**src/rtl/dchain_pkg.sv**
```systemverilog
package dchain_pkg;
    localparam int ADDR_W     = 32;
    localparam int LEN_W      = 16;
    localparam int FLAG_W     = 8;
    localparam int DESC_W     = 128;
    localparam int DESC_BYTES = DESC_W / 8;
    localparam int NEXT_OFS   = 12;
    localparam int PTR_BYTES  = ADDR_W / 8;
    localparam int STAT_SHIFT = 6;
    localparam int F_CMPL     = 0;
    localparam int F_SKIP     = 1;

    typedef logic [ADDR_W-1:0] addr_t;

    typedef struct packed {
        addr_t             next;
        addr_t             dst;
        addr_t             src;
        logic [7:0]        rsvd;
        logic [FLAG_W-1:0] flags;
        logic [LEN_W-1:0]  len;
    } desc_t;

    typedef enum logic [2:0] {
        ST_IDLE, ST_DFETCH, ST_NFETCH, ST_RD, ST_WR, ST_CMPL
    } state_e;

    typedef enum logic [1:0] {
        DC_DATA, DC_SKIP, DC_BADFLAG, DC_TOOLONG
    } dclass_e;

    localparam logic [1:0] XS_ACTIVE = 2'd0;
    localparam logic [1:0] XS_IDLE   = 2'd3;
endpackage

```
**src/rtl/dchain_classify.sv**
```systemverilog
module dchain_classify
    import dchain_pkg::*;
#(
    parameter int XFER_CAP = 256
) (
    input  desc_t   desc,
    output dclass_e cls
);
    localparam logic [FLAG_W-1:0] LEGAL_MASK = FLAG_W'(1) << F_CMPL;

    always_comb begin
        if (desc.flags[F_SKIP])
            cls = DC_SKIP;
        else if ((desc.flags & ~LEGAL_MASK) != '0)
            cls = DC_BADFLAG;
        else if (32'(desc.len) > 32'(XFER_CAP))
            cls = DC_TOOLONG;
        else
            cls = DC_DATA;
    end
endmodule

```
**src/rtl/dchain_counters.sv**
```systemverilog
module dchain_counters
    import dchain_pkg::*;
#(
    parameter int CNT_W    = 32,
    parameter int XFER_CAP = 256
) (
    input  logic             clk,
    input  logic             rst_n,
    input  logic             tick,
    input  logic [LEN_W-1:0] add_len,
    output logic [CNT_W-1:0] bytes_q,
    output logic [CNT_W-1:0] descs_q
);
    typedef struct packed {
        logic [CNT_W-1:0] bytes;
        logic [CNT_W-1:0] descs;
    } cnt_t;

    cnt_t cnt_d, cnt_q;

    always_comb begin
        cnt_d = cnt_q;
        if (tick) begin
            cnt_d.bytes = cnt_q.bytes + CNT_W'(add_len);
            cnt_d.descs = cnt_q.descs + CNT_W'(1);
        end
    end

    always_ff @(posedge clk or negedge rst_n) begin
        if (!rst_n) cnt_q <= '0;
        else        cnt_q <= cnt_d;
    end

    assign bytes_q = cnt_q.bytes;
    assign descs_q = cnt_q.descs;

    // descriptor count advances by at most one per cycle
    p_desc_step_r11: assert property (@(posedge clk) disable iff (!rst_n)
        1'b1 |=> (descs_q == $past(descs_q)) || (descs_q == $past(descs_q) + CNT_W'(1)));

    // no single copy adds more than the transfer capability
    p_bytes_cap_r10: assert property (@(posedge clk) disable iff (!rst_n)
        1'b1 |=> (bytes_q - $past(bytes_q)) <= CNT_W'(XFER_CAP));
endmodule

```
**src/rtl/dchain_dma_chan.sv**
```systemverilog
module dchain_dma_chan
    import dchain_pkg::*;
#(
    parameter int XFER_CAP = 256,
    parameter int CNT_W    = 32
) (
    input  logic                  clk,
    input  logic                  rst_n,
    input  logic                  cmd_start,
    input  logic                  cmd_append,
    input  logic                  cmd_reset,
    input  logic [ADDR_W-1:0]     chain_addr,
    input  logic [ADDR_W-1:0]     cmpl_addr,
    output logic                  mem_req,
    output logic                  mem_we,
    output logic [ADDR_W-1:0]     mem_addr,
    output logic [LEN_W-1:0]      mem_len,
    output logic [ADDR_W-1:0]     mem_wdata,
    input  logic [DESC_W-1:0]     mem_rdata,
    input  logic                  mem_done,
    output logic                  busy,
    output logic [ADDR_W-1:0]     chan_status,
    output logic [1:0]            chan_err,
    output logic [CNT_W-1:0]      bytes_copied,
    output logic [CNT_W-1:0]      descs_done
);
    localparam int HI_W = ADDR_W - STAT_SHIFT;

    typedef struct packed {
        state_e            st;
        logic              busy;
        logic              refresh;
        addr_t             fetch_addr;
        addr_t             last_desc;
        desc_t             desc;
        logic [HI_W-1:0]   stat_hi;
        logic [1:0]        xfer;
        logic [1:0]        err;
    } ctx_t;

    ctx_t    q, d;
    desc_t   rd_desc;
    dclass_e rd_cls;
    logic    wr_tick;

    assign rd_desc = desc_t'(mem_rdata);

    dchain_classify #(.XFER_CAP(XFER_CAP)) u_classify (
        .desc (rd_desc),
        .cls  (rd_cls)
    );

    function automatic ctx_t go_idle(input ctx_t c);
        ctx_t r;
        r      = c;
        r.st   = ST_IDLE;
        r.busy = 1'b0;
        r.xfer = XS_IDLE;
        return r;
    endfunction

    function automatic ctx_t chain_step(input ctx_t c);
        ctx_t r;
        r = c;
        if (c.desc.next != '0) begin
            r.fetch_addr = c.desc.next;
            r.st         = ST_DFETCH;
        end else if (c.refresh) begin
            r.refresh = 1'b0;
            r.st      = ST_NFETCH;
        end else begin
            r = go_idle(c);
        end
        return r;
    endfunction

    always_comb begin
        d = q;
        if (q.st != ST_IDLE && mem_done) begin
            unique case (q.st)
                ST_DFETCH: begin
                    d.desc      = rd_desc;
                    d.last_desc = q.fetch_addr;
                    unique case (rd_cls)
                        DC_SKIP:    d = chain_step(d);
                        DC_BADFLAG: begin d.err[0] = 1'b1; d = go_idle(d); end
                        DC_TOOLONG: begin d.err[1] = 1'b1; d = go_idle(d); end
                        default:    d.st = ST_RD;
                    endcase
                end
                ST_NFETCH: begin
                    d.desc.next = mem_rdata[ADDR_W-1:0];
                    if (mem_rdata[ADDR_W-1:0] == '0) begin
                        d = go_idle(d);
                    end else begin
                        d.fetch_addr = mem_rdata[ADDR_W-1:0];
                        d.st         = ST_DFETCH;
                    end
                end
                ST_RD: d.st = ST_WR;
                ST_WR: begin
                    d.stat_hi = q.last_desc[ADDR_W-1:STAT_SHIFT];
                    if (q.desc.flags[F_CMPL]) d.st = ST_CMPL;
                    else                      d = chain_step(d);
                end
                ST_CMPL: d = chain_step(d);
                default: d = go_idle(d);
            endcase
        end
        if (cmd_start && q.st == ST_IDLE) begin
            d.st         = ST_DFETCH;
            d.busy       = 1'b1;
            d.xfer       = XS_ACTIVE;
            d.fetch_addr = chain_addr;
        end
        if (cmd_append) begin
            if (d.st == ST_IDLE) begin
                d.st   = ST_NFETCH;
                d.busy = 1'b1;
                d.xfer = XS_ACTIVE;
            end else begin
                d.refresh = 1'b1;
            end
        end
        if (cmd_reset) begin
            d         = go_idle(d);
            d.refresh = 1'b0;
            d.err     = '0;
        end
    end

    always_ff @(posedge clk or negedge rst_n) begin
        if (!rst_n) begin
            q      <= '0;
            q.st   <= ST_IDLE;
            q.xfer <= XS_IDLE;
        end else begin
            q <= d;
        end
    end

    always_comb begin
        mem_req   = (q.st != ST_IDLE);
        mem_we    = 1'b0;
        mem_addr  = '0;
        mem_len   = '0;
        mem_wdata = '0;
        unique case (q.st)
            ST_DFETCH: begin
                mem_addr = q.fetch_addr;
                mem_len  = LEN_W'(DESC_BYTES);
            end
            ST_NFETCH: begin
                mem_addr = q.last_desc + ADDR_W'(NEXT_OFS);
                mem_len  = LEN_W'(PTR_BYTES);
            end
            ST_RD: begin
                mem_addr = q.desc.src;
                mem_len  = q.desc.len;
            end
            ST_WR: begin
                mem_we   = 1'b1;
                mem_addr = q.desc.dst;
                mem_len  = q.desc.len;
            end
            ST_CMPL: begin
                mem_we    = 1'b1;
                mem_addr  = cmpl_addr;
                mem_len   = LEN_W'(PTR_BYTES);
                mem_wdata = {q.stat_hi, {(STAT_SHIFT-1){1'b0}}, 1'b1};
            end
            default: ;
        endcase
    end

    assign wr_tick     = (q.st == ST_WR) && mem_done;
    assign busy        = q.busy;
    assign chan_err    = q.err;
    assign chan_status = {q.stat_hi, {(STAT_SHIFT-2){1'b0}}, q.xfer};

    dchain_counters #(.CNT_W(CNT_W), .XFER_CAP(XFER_CAP)) u_counters (
        .clk     (clk),
        .rst_n   (rst_n),
        .tick    (wr_tick),
        .add_len (q.desc.len),
        .bytes_q (bytes_copied),
        .descs_q (descs_done)
    );

    // an open request is held until it completes
    p_req_hold_r13: assert property (@(posedge clk) disable iff (!rst_n)
        mem_req && !mem_done && !cmd_reset |=>
            mem_req && $stable(mem_addr) && $stable(mem_len) && $stable(mem_we));

    // an idle channel reports the idle transfer state
    p_idle_state_r1: assert property (@(posedge clk) disable iff (!rst_n)
        !busy |-> chan_status[1:0] == XS_IDLE);

    // a reset pulse leaves no request outstanding
    p_reset_cmd_r12: assert property (@(posedge clk) disable iff (!rst_n)
        cmd_reset |=> !busy && !mem_req && chan_err == 2'b00);

    // a newly raised error always coincides with an idle channel
    p_err_idle_r9: assert property (@(posedge clk) disable iff (!rst_n)
        (chan_err != 2'b00) && ($past(chan_err) == 2'b00) |-> !busy);

    // completion words always carry the done bit and a clear low field
    p_cmpl_word_r5: assert property (@(posedge clk) disable iff (!rst_n)
        mem_req && mem_we && mem_addr == cmpl_addr && q.st == ST_CMPL |->
            mem_wdata[0] && mem_wdata[STAT_SHIFT-1:1] == '0);
endmodule

```
**config.mk**
```make
export PLATFORM = sky130hd
export DESIGN_NAME = dchain_dma_chan
export DESIGN_NICKNAME = d
export VERILOG_FILES = /design/src/rtl/dchain_pkg.sv /design/src/rtl/dchain_classify.sv /design/src/rtl/dchain_counters.sv /design/src/rtl/dchain_dma_chan.sv
export SDC_FILE = /design/constraint.sdc
export NUM_CORES = 1
export LEC_CHECK = 0
export ABC_AREA = 1
export BUFFER_PORTS_ARGS = -buffer_cell sky130_fd_sc_hd__buf_4
export CAP_MARGIN = 15
export CORE_ASPECT_RATIO = 0.8
export CORE_MARGIN = 3
export CORE_UTILIZATION = 45
export CTS_BUF_LIST = sky130_fd_sc_hd__clkbuf_8
export DETAILED_ROUTE_END_ITERATION = 6
export PLACE_DENSITY_LB_ADDON = 0.2
export SYNTH_ARGS = -nofsm -noshare
export SYNTH_HDL_FRONTEND = slang
export SYNTH_SLANG_ARGS = --single-unit
```
**constraint.sdc**
```tcl
create_clock -name clk -period 3.6 [get_ports clk]
set_input_delay 0.36 -clock clk [delete_from_list [all_inputs] [get_ports clk]]
set_output_delay 0.36 -clock clk [all_outputs]
set_load 0.005 [all_outputs]
```
# Word level (Yosys, flattened, before mapping)
# Cells that the tools add are included.
# Widths: inputs -> output; s select.
[word_totals]
inputBits = 198
ff_bits = 291
out_inout_bits = 181
wordCells = 98
[classes]
n_eq_ne = 15
n_lt_le_gt_ge = 1
mux = 42
n_addsub = 3
n_reduce_logical = 20
[op_table]
columns = ["operator", "count"]
rows = [
  ["$pmux 224 s5", 1],
  ["$pmux 224 s3", 1],
  ["$mux 227", 2],
  ["$mux 224", 1],
  ["$mux 32", 6],
  ["$pmux 32 s5", 1],
  ["$reduce_bool 32->1", 2],
  ["$pmux 16 s3", 1],
  ["$mux 4", 9],
  ["$add 32x1->32 const B", 1],
  ["$add 32x16->32", 1],
  ["$add 32x4->32 const B", 1],
  ["$logic_not 32->1", 1],
  ["$mux 2", 12],
  ["$reduce_and 9->1", 2],
  ["$gt 16x9->1 const B", 1],
  ["$pmux 3 s5", 1],
  ["$ne 2x2->1 const B", 7],
  ["$reduce_bool 2->1", 4],
  ["$reduce_bool 8->1", 1],
  ["$reduce_or 2->1", 4],
  ["$eq 3x2->1 const B", 2],
  ["$eq 3x3->1 const B", 2],
  ["$logic_not 3->1", 2],
  ["other kinds (9)", 15],
]

# Depth between registers and ports, before layout
[logic_depth]
ltp_word = 14
mapped_depth = 15
mapped_depth_nobuf = 15

# By module
# A second synthesis with hierarchy kept.
[unflattened]
cells_unflattened = 2331
hier_area_um2 = 16669.7
[by_module_without_submodules]
columns = ["module", "seq_area_each_um2", "area_each_um2", "n_inst", "cells_each"]
rows = [
  ["dchain_dma_chan", 5307.6, 12004.0, 1, 1606],
  ["dchain_counters", 1601.5, 4555.6, 1, 699],
  ["dchain_classify", 0.0, 110.1, 1, 26],
]

# Worst setup path after synthesis
# No wires, ideal clock.
[synth_path]
path_kind = "register -> register"
startpoint = "register u_counters.cnt_q, in the netlist u_counters.bytes_q[0]"
endpoint = "register u_counters.cnt_q, in the netlist u_counters.bytes_q[28]"
setup_ps = 123
stages_incl_launch_ff = 13
arrival_ps = 2067
n_path_buf = 0
required_ps = 3477
period_less_slack_ps = 2191
path_slack_ps = 1409
path_cell_list = "dfrtp_1 ha_1 inv_1 fa_1 o21ai_1 a21oi_1 o21ai_2 nand2_1 nand2_1 nand2_1 nor2_1 nand3_1 xnor2_1"
[synth_between]
elab_chain_len = 1
[synth_rtl]
columns = ["element", "line", "rtl"]
rows = [
  ["start, declared", "dchain_counters.sv:19", "cnt_t cnt_d, cnt_q;"],
  ["start signal, assigned", "dchain_counters.sv:31", "else cnt_q <= cnt_d;"],
  ["$add 32x16->32", "dchain_counters.sv:24", "cnt_d.bytes = cnt_q.bytes + CNT_W'(add_len);"],
]
# Every way passes these cells.
# A chain may end at the register's enable or synchronous reset.

# Worst setup path after layout
[layout_path]
startpoint = "register q[162] (netlist bit)"
endpoint = "output port mem_addr[27]"
[layout_between]
elab_chain_len = 2
[layout_rtl]
columns = ["element", "line", "rtl"]
rows = [
  ["start, declared", "dchain_dma_chan.sv:41", "ctx_t q, d;"],
  ["$add 32x4->32", "dchain_dma_chan.sv:154", "mem_addr = q.last_desc + ADDR_W'(NEXT_OFS);"],
  ["$pmux 32 s5", "dchain_dma_chan.sv:148", "unique case (q.st)"],
  ["end, declared", "dchain_dma_chan.sv:16", "output logic [ADDR_W-1:0] mem_addr,"],
]
# Every way passes these cells.

==> reports/metrics.csv <==
stage,metric,value,unit
outcome,outcome,"complete, no violations",
cells_and_area,antenna cell count,0,
floorplanning,Top-Level Pins,379,
drt,met2 WL,24.6,mm
min_path,Worst Hold Path EP,q[115]$_DFFE_PN0P_,
synthesis,cell types occupying the most area after synthesis,"sky130_fd_sc_hd__dfrtp_1 44%, sky130_fd_sc_hd__nand2_1 10%, sky130_fd_sc_hd__nor2_1 5.2%, sky130_fd_sc_hd__inv_1 4.0%, sky130_fd_sc_hd__mux2_2 4.0%",
synthesis,average cell area after synthesis,8.05,sq um
floorplanning,Floorplan Core Area,33900,sq um
synthesis,library cell with the highest instance count after synthesis,sky130_fd_sc_hd__nand2_1,
setup_path,maximum fanout along the worst path,5,
setup_path,"Req. time, crit path",3.24,ns
clock_tree,number of sinks on the clock net,276,
pwr,Leak Pwr,9.73,nW
clock_tree,CTS Buf Count,47,
sta,Setup TNS,0,ns
grt,grt ovf,0,
drt,drc violations,0,
drt,Via Count,15497,
synthesis,area share of the largest cell type after synthesis,0.438,
setup_path,R2R Setup Slk,0.90,ns
sta,crit path time final,3.25,ns
clock_tree,clk buf depth,3,
synthesis,top cell types by occurrence after synthesis,"436 x sky130_fd_sc_hd__nand2_1, 274 x sky130_fd_sc_hd__dfrtp_1, 217 x sky130_fd_sc_hd__nor2_1, 165 x sky130_fd_sc_hd__inv_1, 115 x sky130_fd_sc_hd__o21ai_0",
drt,iteration count of the initial detailed-routing pass,6,
sta,WHS,0.0292,ns
sta,Max Slew Vio Count,0,
setup_path,"Arr. time, crit path",2.89,ns
setup_path,RR Endpoint,u_counters.bytes_q[27]$_DFFE_PN0P_,
setup_path,type of origin of the critical path,register,
sta,RSZ-0062 raised after global routing,false,
cells_and_area,total area of multi-input combinational cells,7480,sq um
setup_path,standard cell with the maximum stage delay on the critical path,sky130_fd_sc_hd__dfrtp_1,
cells_and_area,Filler Cells Inserted,3135,
synthesis,register area share after synthesis,0.441,
clock_tree,clock root buffer,sky130_fd_sc_hd__clkbuf_8,
min_path,critical hold path startpoint,mem_rdata[85],
sta,Final setup viols,0,
drt,Via-to-Cell Ratio,5.47,
clock_tree,"CTS clk-pin slew, worst paths",0.06,ns
sta,highest attainable clock frequency,307,MHz
synthesis,synthesized instance count,1944,
drt,detailed-routed wire length on met3,4.86,mm
floorplanning,Die Y,173,um
sta,Worst Tran Pin Value,0.946,ns
cells_and_area,sequential cell area,6910,sq um
synthesis,unique cell type count in the Yosys netlist,58,
cells_and_area,# nets final,2558,
clock_tree,maximum level of the CTS H-tree,2,
pwr,power density relative to cell area,485,nW/um^2
synthesis,share of synthesized registers carrying an async set or reset,1.00,
setup_path,Critical Path Start,q[162]$_DFFE_PN0P_,
place,Buffers on Ports,369,
synthesis,Syn Std Cell Area,15700,sq um
synthesis,dominant cell type by area after synthesis,sky130_fd_sc_hd__dfrtp_1,
place,sum of net half-perimeters after detailed placement,41.7,mm
floorplanning,Horiz. Die Dim,215,um
setup_path,classification of the worst setup path,register to primary output,
sta,clock skew after layout,0.0263,ns
place,placer congestion estimate,0.973,
floorplanning,effective utilization at floorplan,0.461,
place,cell total after placement,2686,
drt,routed length on met1,25.6,mm
drt,aggregate routed wire length,56.5,mm
setup_path,beginning of the worst register-to-register path,q[41]$_DFFE_PN0P_,
synthesis,#FFs+latches synth,276,
grt,initial antenna violation count,0,
synthesis,"EDFF count, synth",0,
setup_path,slowest cell delay on critical path,0.40,ns
sta,number of endpoints with negative hold slack in the final report,0,
setup_path,Reg2Reg Depth,8,
floorplanning,number of cell rows,60,
setup_path,kind of end point of the critical path,primary output,
synthesis,flip-flop cell with the highest count after synthesis,sky130_fd_sc_hd__dfrtp_1,
min_path,Hold WC Path Type,input port to register,
grt,pin count of the biggest net entering global routing,170,
cells_and_area,number of non-filler instances in the completed layout,2832,
cells_and_area,share of the core filled with cells in the final layout,0.597,
clock_tree,Post-CTS Setup Repair Bufs,0,
sta,period utilisation layout,0.904,
drt,WL/cell,20.0,um
drt,violation count after the first detailed-route iteration,1459,
pwr,maximum ir drop on the vdd rail,0.000222,V
clock_tree,clk_lat worst skew,0.59,ns
min_path,cell depth of the worst min-delay path,3,
grt,GRT Total Usage,0.297,
flow_run,count of maximum capacitance violations,0,
drt,Routed Antenna Nets,0,
sta,max-slew headroom at the worst pin,0.361,
floorplanning,Die Area,37100,sq um
setup_path,series of cell instances along the critical path,nand2_1 > o21bai_1 > nor2_1 > nand2_1 > nor2_2 > nand3_1 > nor3_1 > a21oi_1 > o21ai_0 > a21oi_1 > buf_4,
synthesis,number of warnings issued by yosys,0,
cells_and_area,layout cells sized above 1,0.240,
cells_and_area,area added between synthesis and finish,29.4,%
grt,vias in the first global route,15162,
grt,first-pass GRT wire length,87.7,mm
clock_tree,clock tree from TritonCTS,built,
drt,highest signal layer in the routed design,met4,
## worst max-delay path: cells and delay by family, from the launching register on
kind                   cells  cell delay (ns)
flip-flops                 1             0.40
buffers and inverters      1             0.18
AO/OA/AOI/OAI              4             0.54
AND/OR/NAND/NOR            6             1.19
## cells by family after synthesis
family,share of synthesized area
compound gates,0.154
mux,0.0396
buf+inv,0.0839
other cells,0.000240
flops,0.441
simple gates,0.230
xor+xnor,0.0329
fa+ha+maj,0.0173
## registers in the layout, summed over array words and instances (netlist names)
| register | cells |
|---|---|
| chan_status | 28 |
| busy | 1 |
| chan_err | 2 |
| u_counters.bytes_q | 32 |
| q | 181 |
| u_counters.descs_q | 32 |
## metal layers
metal,GRT usage,vias up
met5,0,-
met4,0.0809,0
met3,0.0590,93
met2,0.445,746
met1,0.439,7373
li1,-,7285
## area by class of cell
| cell class | count | area share |
|---|---|---|
| Timing Repair Buffer | 466 | 0.184 |
| Inverter | 173 | 0.0321 |
| Sequential cell | 276 | 0.341 |
| Tap cell | 465 | 0.0287 |
| Clock buffer | 62 | 0.0421 |
| Clock inverter | 15 | 0.00303 |
| Multi-Input combinational cell | 1375 | 0.369 |
## worst max path at each step
stage / end
floorplan: u_counters.bytes_q[28]$_DFFE_PN0P_
finish: mem_addr[27]
detailed placement: q[200]$_DFFE_PN0P_
global route: mem_addr[27]
CTS: mem_addr[22]
global placement: q[200]$_DFFE_PN0P_
## power by group
| group | internal, mW | leakage, nW | total, mW | switching (mW) |
|---|---|---|---|---|
| logic | 1.04 | 5.81 | 2.41 | 1.36 |
| registers | 3.87 | 3.40 | 4.60 | 0.736 |
| clock network | 1.52 | 0.520 | 2.80 | 1.28 |
| total | 6.43 | 9.73 | 9.81 | 3.38 |
## cell usage in the layout (no fill, tap or decap), drive strengths merged, types with 55 or more instances in the layout
cell type | synthesis | routed
clkbuf | 63 | 62
nand2 | 442 | 442
dfrtp | 274 | 274
dlygate4sd3 | 0 | 69
inv | 170 | 181
nor2 | 225 | 225
nand3 | 95 | 95
mux2 | 55 | 55
buf | 65 | 397
o21ai | 119 | 119
a21oi | 110 | 110
## stage by stage
step / setup WS (ns) / power (mW) / instance area, sq um
after floorplan: 1.41 / 5.87 / 15700
after global placement: 1.05 / 6.84 / 18600
after detailed placement: 0.979 / 6.92 / 18600
after CTS: 0.365 / 9.81 / 20200
after global routing: 0.123 / 10.4 / 20200
final: 0.347 / 9.81 / 20200
## repair_timing
item | 4_1_cts | 5_1_grt
hold buffers | 69 | 0
gates resized for setup | 0 | 0
endpoints found under the hold margin | 140 | 0
No activity file was read; power rests on OpenSTA's default activity.
